## src/rtl/fcs_pkg.sv

```systemverilog
package fcs_pkg;
    typedef enum logic [1:0] {
        SEQ_STANDBY = 2'd0,
        SEQ_CHARGE  = 2'd1,
        SEQ_DONE    = 2'd2,
        SEQ_HOLD    = 2'd3
    } seq_state_e;

    typedef struct packed {
        seq_state_e state;
        logic       req_prev;
    } seq_regs_t;

    typedef struct packed {
        logic src;
        logic snk;
    } gate_regs_t;
endpackage

```

## src/rtl/fcs_sync.sv

```systemverilog
module fcs_sync #(
    parameter int WIDTH  = 1,
    parameter int STAGES = 2
) (
    input  logic             clk,
    input  logic             rst_n,
    input  logic [WIDTH-1:0] async_i,
    output logic [WIDTH-1:0] sync_o
);
    logic [STAGES-1:0][WIDTH-1:0] chain_d, chain_q;

    generate
        for (genvar s = 0; s < STAGES; s++) begin : g_stage
            if (s == 0) begin : g_first
                always_comb chain_d[s] = async_i;
            end else begin : g_next
                always_comb chain_d[s] = chain_q[s-1];
            end
        end
    endgenerate

    always_ff @(posedge clk or negedge rst_n) begin
        if (!rst_n) chain_q <= '0;
        else        chain_q <= chain_d;
    end

    assign sync_o = chain_q[STAGES-1];
endmodule

```

## src/rtl/fcs_fsm.sv

```systemverilog
module fcs_fsm
    import fcs_pkg::*;
(
    input  logic clk,
    input  logic rst_n,
    input  logic req_s,
    input  logic ok_s,
    input  logic hit_s,
    output logic charge_en,
    output logic done_n,
    output logic drive_en
);
    seq_regs_t r_d, r_q;
    logic      req_rise;

    always_comb begin
        r_d          = r_q;
        r_d.req_prev = req_s;
        req_rise     = req_s & ~r_q.req_prev;
        if (!req_s) begin
            r_d.state = SEQ_STANDBY;
        end else begin
            unique case (r_q.state)
                SEQ_STANDBY: begin
                    if (req_rise && ok_s) r_d.state = SEQ_CHARGE;
                    else                  r_d.state = SEQ_HOLD;
                end
                SEQ_CHARGE: begin
                    if (!ok_s)      r_d.state = SEQ_HOLD;   // supply loss wins over target hit
                    else if (hit_s) r_d.state = SEQ_DONE;
                end
                SEQ_DONE: r_d.state = SEQ_DONE;
                SEQ_HOLD: r_d.state = SEQ_HOLD;
                default:  r_d.state = SEQ_STANDBY;
            endcase
        end
    end

    always_ff @(posedge clk or negedge rst_n) begin
        if (!rst_n) begin
            r_q.state    <= SEQ_STANDBY;
            r_q.req_prev <= 1'b0;
        end else begin
            r_q <= r_d;
        end
    end

    assign charge_en = (r_q.state == SEQ_CHARGE);
    assign done_n    = (r_q.state != SEQ_DONE);
    assign drive_en  = (r_q.state == SEQ_STANDBY) || (r_q.state == SEQ_DONE);
endmodule

```

## src/rtl/fcs_gate.sv

```systemverilog
module fcs_gate
    import fcs_pkg::*;
#(
    parameter int N_TRIG = 2
) (
    input  logic              clk,
    input  logic              rst_n,
    input  logic              drive_en,
    input  logic [N_TRIG-1:0] trig_s,
    output logic              gate_src,
    output logic              gate_snk
);
    gate_regs_t g_d, g_q;
    logic       fire;

    always_comb begin
        fire    = &trig_s;
        g_d.src = drive_en & fire;
        g_d.snk = ~(drive_en & fire);
    end

    always_ff @(posedge clk or negedge rst_n) begin
        if (!rst_n) begin
            g_q.src <= 1'b0;
            g_q.snk <= 1'b1;
        end else begin
            g_q <= g_d;
        end
    end

    assign gate_src = g_q.src;
    assign gate_snk = g_q.snk;
endmodule

```

## src/rtl/flash_charge_sequencer.sv

```systemverilog
module flash_charge_sequencer #(
    parameter int SYNC_STAGES = 2,
    parameter int N_TRIG      = 2
) (
    input  logic clk,
    input  logic rst_n,
    input  logic req_i,
    input  logic supply_ok_i,
    input  logic target_hit_i,
    input  logic trig_a_i,
    input  logic trig_b_i,
    output logic charge_en_o,
    output logic done_n_o,
    output logic gate_src_o,
    output logic gate_snk_o
);
    localparam int N_CTRL = 3;
    localparam int N_IN   = N_CTRL + N_TRIG;

    logic [N_IN-1:0]   raw_in, sync_in;
    logic              req_sync, ok_sync, hit_sync, drive_en;
    logic [N_TRIG-1:0] trig_sync;

    assign raw_in    = {trig_b_i, trig_a_i, target_hit_i, supply_ok_i, req_i};
    assign req_sync  = sync_in[0];
    assign ok_sync   = sync_in[1];
    assign hit_sync  = sync_in[2];
    assign trig_sync = sync_in[N_IN-1:N_CTRL];

    fcs_sync #(.WIDTH(N_IN), .STAGES(SYNC_STAGES)) u_sync (
        .clk     (clk),
        .rst_n   (rst_n),
        .async_i (raw_in),
        .sync_o  (sync_in)
    );

    fcs_fsm u_fsm (
        .clk       (clk),
        .rst_n     (rst_n),
        .req_s     (req_sync),
        .ok_s      (ok_sync),
        .hit_s     (hit_sync),
        .charge_en (charge_en_o),
        .done_n    (done_n_o),
        .drive_en  (drive_en)
    );

    fcs_gate #(.N_TRIG(N_TRIG)) u_gate (
        .clk      (clk),
        .rst_n    (rst_n),
        .drive_en (drive_en),
        .trig_s   (trig_sync),
        .gate_src (gate_src_o),
        .gate_snk (gate_snk_o)
    );
endmodule

```

## config.mk

```make
export PLATFORM = sky130hd
export DESIGN_NAME = flash_charge_sequencer
export DESIGN_NICKNAME = d
export VERILOG_FILES = /design/src/rtl/fcs_pkg.sv /design/src/rtl/fcs_sync.sv /design/src/rtl/fcs_fsm.sv /design/src/rtl/fcs_gate.sv /design/src/rtl/flash_charge_sequencer.sv
export SDC_FILE = /design/constraint.sdc
export NUM_CORES = 1
export LEC_CHECK = 0
export ABC_AREA = 1
export ABC_CLOCK_PERIOD_IN_PS = 1200
export BUFFER_PORTS_ARGS = -buffer_cell sky130_fd_sc_hd__buf_2
export CAP_MARGIN = 20
export CORE_AREA = 5 5 42 44
export DETAILED_ROUTE_END_ITERATION = 10
export DIE_AREA = 0 0 47 49
export GPL_TIMING_DRIVEN = 0
export MAX_ROUTING_LAYER = met4
export PLACE_DENSITY_LB_ADDON = 0.2
export SLEW_MARGIN = 5
export SYNTH_ARGS = -nofsm -noshare
export SYNTH_HDL_FRONTEND = slang
export SYNTH_SLANG_ARGS = --single-unit
```

## constraint.sdc

```tcl
create_clock -name clk -period 1.2 [get_ports clk]
set_input_delay 0 -clock clk [delete_from_list [all_inputs] [get_ports clk]]
set_output_delay 0 -clock clk [all_outputs]
set_load 0.01 [all_outputs]
```

==> results.toml <==
[outcome]
status = "finished clean"

[clock_network]
htree_levels = 1
numCtsBuffers = 3
clk_path_buf_depth = 2
cts_sinks = 15
clkTransAtPathRegs_ns = 0.08
post-cts-setup-buffers = 0
cts_tree = "done"
worstSkewPairLatency_ns = 0.27
cts_root_buf = "clkbuf_4"

[layout]
final_cells = 69
nets = 61
area_delta_synth_final_pct = 33.88
diodes = 0
drive_gt1_share_pct = 33.96
layout_commonest_cell = "dfrtp_1"
nFillCells = 145
final_cell_mix = "14 x dfrtp_1, 10 x buf_2, 6 x nand2_1, 6 x dlygate4sd3_1"

[routing]
drt-total-wl_um = 646
drtPass1Iterations = 2
via_per_inst = 4.087
vias = 282
ant_nets = 0
avgRoutedWirePerCell_um = 9.362
drc = 0
drt_iter0_markers = 1

[power_and_ir_drop]
power.switching_mw = 0.1913
p_seq_share_pct = 61.5
power.internal_mw = 0.6981
irDropWorstVdd_mv = 0.7464
p_clk_share_pct = 30.2
combinationalPowerShare_pct = 8.3
switching_share_pct = 21.51
cellPowerDensity_nw_per_um2 = 1439
p_leak_nw = 0.3046

[logic_synthesis]
synth.ff_latch_count = 15
synthCells = 33
synth.distinct_cells = 11
synth_area_leaders = "dfrtp_1 76%, dfstp_2 5.7%, nand2_1 4.9%"
yosysWarnings = 0
synth_nets = 40
yosysSeqAreaShare_pct = 81.57
synthesis.area_sq_um = 461.7
synth_top_cell_by_area = "dfrtp_1"
syn-mean-instance-area_sq_um = 13.99
synth_top_area_share_pct = 75.88

[setup_path]
arrival_ns = 0.99
cp-start-kind = "register"
worstSetupPathType = "register to primary output"
end_kind = "primary output"
critical_path.max_fanout = 4
worstPathRequired_ns = 1.20

[die]
core_area_sq_um = 1401
start_util_pct = 32.95
top_level_ports = 11
row_count = 14
die_w_um = 47
die_area_sq_um = 2303
chipHeight_um = 49

[place]
pre_cts_ws_ns = 0.3375
gp_congestion = 0.6940
hpwl_um = 460.7
io_buffer_count = 10
dp.cells = 59

[grt]
grt_pass1_wl_um = 1083
grt_pass1_vias = 275
antenna_found_initial = 0
grt_max_degree = 16
grt_overflow = 0
grt_use_total_pct = 6.932

[timing]
worst_pin_slew_ns = 0.3240
maxSlewViolCount = 0
rsz0062_at_grt = "no"
max_freq_mhz = 1015
skew_ns = 0.004415
fin_ws_ns = 0.2148
slew_headroom_pct = 78.40
tns_ns = 0
post-route-period-util_pct = 82.10
setup_viol = 0
layout_min_cycle_time_ns = 0.9852
hold_viol_final = 0

[flow_run]
cap_violations = 0

[min_path]
hold_path_class = "input pin to async pin"
layer usage:
metal  GRT usage, %  vias up  part of all wire [%]
met5              -        -                     0
met4          4.147        0                     0
met3          3.321        0                    12
met2          7.919       11                    43
met1          9.624      129                    45
li1               -      142                     -
critical path: stages (launching register included):
cell     delay (ns)
dfrtp_1        0.42
nor2_4         0.15
buf_2          0.14
cells in the mapped netlist:
master / n
dfrtp_1: 14
nand2_1: 6
nor2_1: 3
inv_1: 2
nand3_1: 2
dfstp_2: 1
inv_2: 1
nand2_2: 1
nand4_1: 1
nor2_2: 1
nor2_4: 1
logic make-up (layout without fill, tap and decap cells):
family	count (synthesis)	count (layout)	share of synthesized area (%)
buffers and inverters	3	23	2.439
DFF	15	15	81.57
and+or+nand+nor	15	15	15.99
flip-flops by register name, indices dropped and copies added, names as in the netlist:
name             flops
u_fsm.r_q            3
u_gate.gate_snk      1
u_gate.gate_src      1
u_sync.chain_d       5
u_sync.sync_o        5
path summary, 6_finish.rpt:
path,from,end,slack [ns],cells after the start
setup reg to reg,u_sync.sync_o[0]$_DFF_PN0_,u_fsm.r_q[2]$_DFFE_PN0P_,0.33,5
hold reg to reg,u_sync.chain_d[7]$_DFF_PN0_,u_sync.sync_o[2]$_DFF_PN0_,0.35,0
hold / removal,rst_n,u_sync.chain_d[8]$_DFF_PN0_,0.15,2
max in group asynchronous,rst_n,u_gate.gate_snk$_DFF_PN1_,0.76,2
min in group clk,u_sync.chain_d[7]$_DFF_PN0_,u_sync.sync_o[2]$_DFF_PN0_,0.35,0
setup / recovery,u_fsm.r_q[2]$_DFFE_PN0P_,charge_en_o,0.21,2
timing repair:
action,4_1_cts,5_1_grt
resized for setup,0,0
hold buffers,6,0
hold endpoints to repair,20,0
power by group through the flow:
stage          logic [mW]  registers (mW)  clock network (mW)
6_report           0.0737           0.547               0.269
5_1_grt            0.0842           0.551               0.307
4_1_cts            0.0751           0.548               0.278
3_5_place_dp       0.0604           0.558                   0
3_3_place_gp       0.0579           0.556                   0
2_1_floorplan      0.0266           0.558                   0
per-stage QoR:
| step | hold slack, ns | total power, mW | area, sq um | util, % |
|---|---|---|---|---|
| 6_report | 0.1467 | 0.8894 | 618.1 | 44.11 |
| 5_1_grt | 0.1693 | 0.9416 | 618.1 | 44.11 |
| 4_1_cts | 0.1486 | 0.9012 | 618.1 | 44.11 |
| 3_3_place_gp | -0.09674 | 0.6137 | 531.8 | 37.95 |
| 2_1_floorplan | -0.2956 | 0.5842 | 461.7 | - |
| 3_5_place_dp | -0.08643 | 0.6183 | 531.8 | 37.95 |
final cells by class:
| class | count | area, sq um | area share [%] |
|---|---|---|---|
| Inverter | 3 | 11.26 | 1.822 |
| Tap cell | 16 | 20.02 | 3.239 |
| Multi-Input combinational cell | 15 | 73.82 | 11.94 |
| Clock buffer | 4 | 26.28 | 4.251 |
| Sequential cell | 15 | 376.6 | 60.93 |
| Timing Repair Buffer | 16 | 110.1 | 17.81 |
No activity file was read; power rests on OpenSTA's default activity.
